$ cat src/rtl/etab_bank_ctl.sv
module etab_bank_ctl #(
  parameter int FN_W     = 4,
  parameter int DW       = 8,
  parameter int MIN_HOLD = 9
) (
  input  logic            clk,
  input  logic            rst_n,
  input  logic            wr_en,
  input  logic [DW-1:0]   wr_data,
  output logic [DW-1:0]   rd_data,
  input  logic            fn_req,
  input  logic [FN_W-1:0] fn_num,
  output logic            bank_sel,
  output logic            eng_run,
  output logic            eng_rst,
  output logic            srst_err,
  output logic            ent_vld,
  output logic [FN_W:0]   ent_addr
);
  localparam int CW = $clog2(MIN_HOLD + 1);
  localparam logic [CW-1:0] HOLD_LAST = CW'(MIN_HOLD - 1);

  logic          bank_q, lock_q, stop_q, srst_q, err_q;
  logic [CW-1:0] hold_cnt;
  logic          take;

  assign eng_run  = ~stop_q & ~srst_q;
  assign eng_rst  = srst_q;
  assign bank_sel = bank_q;
  assign srst_err = err_q;
  assign take     = fn_req & eng_run;
  assign rd_data  = {{(DW-5){1'b0}}, err_q, srst_q, stop_q, lock_q, bank_q};

  always_ff @(posedge clk or negedge rst_n) begin
    if (!rst_n) begin
      bank_q   <= 1'b0;
      lock_q   <= 1'b0;
      stop_q   <= 1'b0;
      srst_q   <= 1'b0;
      err_q    <= 1'b0;
      hold_cnt <= '0;
      ent_vld  <= 1'b0;
      ent_addr <= '0;
    end else begin
      ent_vld <= take;
      if (take) ent_addr <= {bank_q, fn_num};

      if (!srst_q)                    hold_cnt <= '0;
      else if (hold_cnt != HOLD_LAST) hold_cnt <= hold_cnt + 1'b1;

      if (wr_en) begin
        stop_q <= wr_data[2];
        srst_q <= wr_data[3];
        if (!srst_q && wr_data[3]) err_q <= 1'b0;
        if (srst_q && !wr_data[3]) begin
          bank_q <= 1'b0;
          lock_q <= 1'b0;
          if (hold_cnt != HOLD_LAST) err_q <= 1'b1;
        end else if (!srst_q && !lock_q) begin
          bank_q <= (wr_data[1:0] == 2'b01);
          lock_q <= 1'b1;
        end
      end
    end
  end

  assert_lock_holds_R3: assert property (@(posedge clk) disable iff (!rst_n)
    (lock_q && !srst_q) |=> $stable(bank_q));

  assert_release_rearms_R7: assert property (@(posedge clk) disable iff (!rst_n)
    $fell(eng_rst) |-> (!bank_sel && !rd_data[1]));

  assert_no_req_in_reset_R8: assert property (@(posedge clk) disable iff (!rst_n)
    eng_rst |=> !ent_vld);

  assert_index_bank_R8: assert property (@(posedge clk) disable iff (!rst_n)
    ent_vld |-> (ent_addr[FN_W] == $past(bank_sel)));

  assert_err_on_release_R6: assert property (@(posedge clk) disable iff (!rst_n)
    $rose(srst_err) |-> $fell(eng_rst));
endmodule

$ cat config.mk
export PLATFORM = sky130hd
export DESIGN_NAME = etab_bank_ctl
export DESIGN_NICKNAME = d
export VERILOG_FILES = /design/src/rtl/etab_bank_ctl.sv
export SDC_FILE = /design/constraint.sdc
export NUM_CORES = 1
export LEC_CHECK = 0
export BUFFER_PORTS_ARGS = -buffer_cell sky130_fd_sc_hd__buf_2
export CAP_MARGIN = 10
export CORE_MARGIN = 3
export CORE_UTILIZATION = 40
export CTS_CLUSTER_DIAMETER = 200
export DETAILED_ROUTE_END_ITERATION = 10
export PLACE_DENSITY = 0.67
export SLEW_MARGIN = 20
export SYNTH_ARGS = -nofsm -noshare
export SYNTH_HDL_FRONTEND = slang
export SYNTH_SLANG_ARGS = --single-unit
$ cat constraint.sdc
create_clock -name clk -period 1.31 [get_ports clk]
set_input_delay 0.0655 -clock clk [delete_from_list [all_inputs] [get_ports clk]]
set_output_delay 0.0655 -clock clk [all_outputs]
set_load 0.05 [all_outputs]
==> flow_summary_export.csv, run 1 <==
group,metric,value,unit
status,status,"complete, no violations",
logic_synthesis,synth_mux_area_share,13.25,%
global_route,grt_overflow,0,
finish,fin_nets,105,
route,first_pass_iters,4,
power,clkPwrFrac,16.5,%
floorplanning,die_x,48.63,microns
clock_network,cts_max_path_buffers,2,
power,ir_drop,822.4,uV
global_route,antenna_found_initial,0,
global_route,grt_max_degree,16,
clock_network,cts_tree,"done",
power,switching_share,44.33,%
finish,drive_above_1_share,46.51,%
power,p_int,851.4,uW
logic_synthesis,synthSimpleGateAreaFrac,11.02,%
clock_network,h-tree-depth,1,
timing,finalMaxSlewViolations,0,
route,wire_per_inst,11.06,microns
timing,setup-violations-final,0,
power,p_per_area,1751,mW/mm^2
clock_network,clock_latency,0.27,ns
route,avgViaCountPerCell,4.536,
timing,rsz0062_at_grt,"false",
logic_synthesis,ys_seq_area_share,51.64,%
power,p_comb_share,43.9,%
clock_network,cts-buffers-inserted,3,
placement,port_buffers,26,
finish,syn2layout_area_growth,20.14,%
clock_network,cts_resized,0,
route,drtAntennaViolNets,0,
critical_path,startpoint_type,"register",
logic_synthesis,syn-instance-count,61,
floorplanning,die_h,48.63,microns
logic_synthesis,synth_top_family_by_area,"multiplexers",
floorplanning,die-area,0.002365,sq mm
placement,place_congestion,0.7518,
floorplanning,placementRows,14,
logic_synthesis,netlist_top_cells_count,"dfrtp_1, buf_4, mux2_4",
critical_path,crit_path_max_fanout,4,
power,leakagePower,0.4662,nW
clock_network,cts-root-buf,"clkbuf_4",
finish,finalCoreUtilization,54.19,%
floorplanning,pin_count,34,
critical_path,endpoint_kind,"register",
logic_synthesis,synth_most_common_cell,"dfrtp_1",
route,vias,499,
route,drc,0,
clock_network,cts_hold_buf,1,
logic_synthesis,yosysTopAreaCell,"dfrtp_1",
global_route,grt_pass1_wl,2.063,mm
logic_synthesis,synthXorXnorAreaFrac,3.614,%
timing,final_hold_viol_count,0,
placement,hpwlAfterDp,943.2,microns
logic_synthesis,yosysTopAreaCellShare,51.64,%
logic_synthesis,synthArstFlopShare,100.0,%
logic_synthesis,avgSynthCellArea,11.92,sq um
clock_network,clk_pin_slew,0.08,ns
logic_synthesis,synthFlopType,"dfrtp_1",
logic_synthesis,synth_cell_type_count,23,
floorplanning,initial_core_util,45.11,%
timing,max_clock_freq,815.8,MHz
timing,period_share,93.57,%
logic_synthesis,synth_edf_count,0,
clock_network,cts_setup_buffers,0,
power,switching_power,678.0,uW
critical_path,cp.required,1.48,ns
route,drtIter0Drc,4,
logic_synthesis,synth_fa_ha_area_share,3.442,%
critical_path,critPathKind,"reg -> reg",
timing,fin_setup_tns,0,ns
logic_synthesis,synth.area.top_cells,"dfrtp_1, mux2_4, buf_4",
logic_synthesis,synth_compound_area_share,4.647,%
global_route,grt_pass1_vias,458,
logic_synthesis,synth_warnings,0,
finish,antenna_cells,0,
clock_network,clock-sinks,15,
min_path,hp-class,"in -> reg",
flow_run,drv_cap,0,
logic_synthesis,syn_area,726.9,sq um
power,total_power,1.529,mW
logic_synthesis,ys_ff_latch,15,
route,wl,1.217,mm
timing,period_needed,1.226,ns
critical_path,critPathArrivalTime,1.40,ns
floorplanning,fp.coreArea,0.001612,sq mm
finish,nFillCells,161,
timing,finClkSkew,0.0005078,ns
global_route,grt_usage,11.02,%
power,seq_power_share,39.6,%
==> stage by stage <==
stage,setup slack (ns),hold WS (ns),cells,area (sq um)
CTS,0.06054,0.01130,110,873.3
global placement,0.1238,-0.01621,105,837.1
finish,0.08423,0.01724,110,873.3
global route,0.003578,0.007838,110,873.3
floorplan,-0.2838,-0.2301,63,740.7
detailed placement,0.07504,-0.01262,105,837.1
==> logic make-up after synthesis <==
| family | after synthesis |
|---|---|
| flip-flops | 15 |
| adder cells (fa/ha/maj) | 2 |
| XOR/XNOR | 3 |
| multiplexers | 7 |
| AO/OA/AOI/OAI | 6 |
| other | 1 |
| buffers and inverters | 13 |
| AND/OR/NAND/NOR | 14 |
==> per-layer routing <==
metal  wire [microns]  part of all wire, %  up-vias  GRT usage, %
met5                0                    0        -             0
met1              575                   47      233         14.04
li1                 -                    -      240             -
met3               79                  6.5        2         3.067
met4               11                 0.90        0         4.265
met2              550                   45       24         17.65
==> cells in the final DEF, fill, tap and decap left out <==
cell type      netlist  final
dlygate4sd3_1        0      1
a21oi_1              1      1
xnor2_1              1      1
nor2_1               3      3
mux2_2               1      1
buf_2                0     26
buf_4                8      1
mux2_4               5      5
clkbuf_1             0      1
conb_1               1      3
mux2i_1              1      1
nor4bb_1             1      1
nor2_4               0      1
nand3b_1             1      1
nand2_1              4      4
and2_4               1      1
clkbuf_4             0      3
and3_2               1      1
o21ai_0              4      4
inv_1                4      4
xor2_1               2      2
nand3_1              1      1
dfrtp_2              0      1
dfrtp_1             15     14
o2bb2ai_1            1      1
nand4b_1             1      1
ha_1                 2      2
==> flip-flops by register name, summed over array words and instances, names as in the netlist <==
register,cells
ent_addr,5
stop_q,1
bank_sel,1
ent_vld,1
eng_rst,1
hold_cnt,4
srst_err,1
lock_q,1
==> final cells by class <==
type / count / area, sq um / share of cell area (%)
clock buffer: 4 / 26.28 / 3.009
timing repair buffer: 28 / 147.6 / 16.91
multi-input combinational: 35 / 277.8 / 31.81
tap: 24 / 30.03 / 3.438
sequential: 15 / 376.6 / 43.12
inverter: 4 / 15.01 / 1.719
==> worst paths after layout <==
check | from | slack, ns | cells after the start | to
min in group asynchronous | rst_n | 0.22 | 2 | hold_cnt[2]
min | wr_data[2] | 0.02 | 2 | stop_q
max | hold_cnt[0] | 0.08 | 5 | hold_cnt[1]
min reg2reg | ent_addr[2] | 0.51 | 1 | ent_addr[2]
max in group asynchronous | rst_n | 0.83 | 2 | eng_rst
max reg2reg | hold_cnt[0] | 0.08 | 5 | hold_cnt[1]
==> critical path, cell delays in order, from the launching register on <==
cell,delay (ns)
dfrtp_1,0.42
inv_1,0.06
ha_1,0.19
nand3b_1,0.19
mux2i_1,0.22
nor2_1,0.05
==> power by group through the flow <==
stage               Combinational [mW]  Clock (mW)  Sequential, mW
floorplan                        0.316           0           0.862
global placement                 0.666           0           0.612
detailed placement               0.673           0           0.615
CTS                              0.678       0.265           0.607
global route                     0.705       0.289           0.618
finish                           0.672       0.253           0.605
Note: power is estimated with default switching activity, not from simulation.
==> run 2: changes to the inputs <==
Settings changed: REMOVE_ABC_BUFFERS set to 1.
==> run 2 against run 1 <==
Final cell count unchanged. Die area unchanged. Non-clock buffer count unchanged. Wire length decreased by 0.74%. Clock power increased by 3%. Clock-buffer cell count unchanged. Sequential cell count unchanged. Combinational power decreased by 0.9%. Total power increased by 0.14%.
==> flow_summary_export.csv, run 2 (synthesized netlist as in run 1, its figures left out) <==
group,metric,value,unit
route,vias,513,
clock_network,cts_setup_buffers,0,
critical_path,r2r_start,"hold_cnt[0]",
floorplanning,die_x,48.63,microns
critical_path,crit_path_max_fanout,4,
clock_network,h-tree-depth,1,
power,ir_drop,917.0,uV
critical_path,startpoint_type,"register",
floorplanning,fp.coreArea,0.001612,sq mm
critical_path,reg2reg_slack,0.10,ns
critical_path,cp_top_family,"flip-flops",
global_route,grt-busiest-layer,"met2",
timing,rsz0062_at_grt,"false",
floorplanning,die-area,0.002365,sq mm
critical_path,critPathKind,"reg -> reg",
global_route,grt_pass1_vias,504,
timing,max_clock_freq,829.2,MHz
placement,port_buffers,26,
critical_path,endpoint_kind,"register",
finish,syn2layout_area_growth,19.28,%
route,drc,0,
floorplanning,die_h,48.63,microns
floorplanning,placementRows,14,
finish,final_cells,110,
critical_path,critPathArrivalTime,1.39,ns
route,drtAntennaViolNets,0,
timing,fin_setup_tns,0,ns
critical_path,worst_r2r_endpoint,"hold_cnt[1]",
global_route,grt_usage,11.84,%
clock_network,cts-buffers-inserted,3,
status,status,"complete, no violations",
global_route,use_met1,14.53,%
clock_network,clock-sinks,15,
global_route,antenna_found_initial,0,
global_route,grt_pass1_wl,2.208,mm
min_path,hp-start,"wr_data[2]",
critical_path,path_cells,"inv_1 -> ha_1 -> nand3b_1 -> mux2i_1 -> nor2_1",
placement,place_congestion,0.7499,
finish,antenna_cells,0,
timing,fin_ws,0.1040,ns
power,leakagePower,0.4665,nW
min_path,hp-class,"in -> reg",
clock_network,cts_tree,"done",
placement,place_ws,0.09921,ns
timing,finalMaxSlewViolations,0,
clock_network,cts-root-buf,"clkbuf_4",
clock_network,cts_max_path_buffers,2,
clock_network,clock_latency,0.29,ns
timing,finClkSkew,0.006312,ns
power,p_per_area,1766,mW/mm^2
critical_path,reg2regPathDepth,5,
route,avgViaCountPerCell,4.664,
global_route,globalRouteMet2Util,18.55,%
timing,period_share,92.06,%
timing,period_needed,1.206,ns
min_path,whs_path_depth,2,
floorplanning,initial_core_util,45.11,%
min_path,hold_path_end,"stop_q",
finish,finalCoreUtilization,53.80,%
timing,setup-violations-final,0,
placement,hpwlAfterDp,892.1,microns
critical_path,crit_start,"hold_cnt[0]",
clock_network,clk_pin_slew,0.09,ns
global_route,grtUsageMet3,4.908,%
floorplanning,pin_count,34,
route,drtIter0Drc,3,
route,wl,1.208,mm
finish,largest_registers,"ent_addr (5), hold_cnt (4)",
finish,final_cell_mix,"buf_2, dfrtp_1, mux2_4",
finish,largest_reg_flops,5,
global_route,grt_overflow,0,
critical_path,path_buf_inv,1,
timing,final_hold_viol_count,0,
route,wire_per_inst,10.98,microns
placement,dp_cells,105,
critical_path,cp.required,1.49,ns
global_route,grt_max_degree,16,
placement,dpl-instance-area,830.8,sq um
critical_path,critPathSlowestCell,"dfrtp_1",
finish,stdcell_area,867.1,sq um
finish,fin_nets,105,
flow_run,drv_cap,0,
power,total_power,1.532,mW
timing,whs,0.005929,ns
finish,layout_commonest_cell,"buf_2",
finish,largest_register,"ent_addr",
finish,drive_above_1_share,45.35,%
critical_path,cp_slowest_stage_delay,0.41,ns
route,first_pass_iters,4,
## run 2: worst max-delay path by stage
| stage | end | cells past startpoint |
|---|---|---|
| 3_3_place_gp | hold_cnt[1] | 5 |
| 5_1_grt | hold_cnt[1] | 5 |
| 3_5_place_dp | hold_cnt[1] | 5 |
| 4_1_cts | hold_cnt[1] | 5 |
| 2_1_floorplan | ent_addr[4] | 3 |
| 6_report | hold_cnt[1] | 5 |
## run 2: cell type report
class,instances,area (sq um)
Fill cell,160,744.5
Sequential cell,15,375.4
Multi-Input combinational cell,35,272.8
Timing Repair Buffer,28,147.6
Tap cell,24,30.03
Clock buffer,4,26.28
Inverter,4,15.01
## run 2: repair_timing
item / CTS / global route
hold endpoints to repair: 15 / 0
gates resized for setup: 0 / 0
hold buffers: 1 / 0
## run 2: power by group
group / internal [mW] / switching, mW / leakage, nW
combinational: 0.184 / 0.482 / 0.264
sequential: 0.547 / 0.0580 / 0.187
clock: 0.118 / 0.142 / 0.0150
total: 0.850 / 0.682 / 0.467
## run 2: layer usage
layer	up-vias	share of wire (%)
met3	3	10
met5	-	0
met4	0	0.99
li1	242	-
met1	238	45
met2	30	43
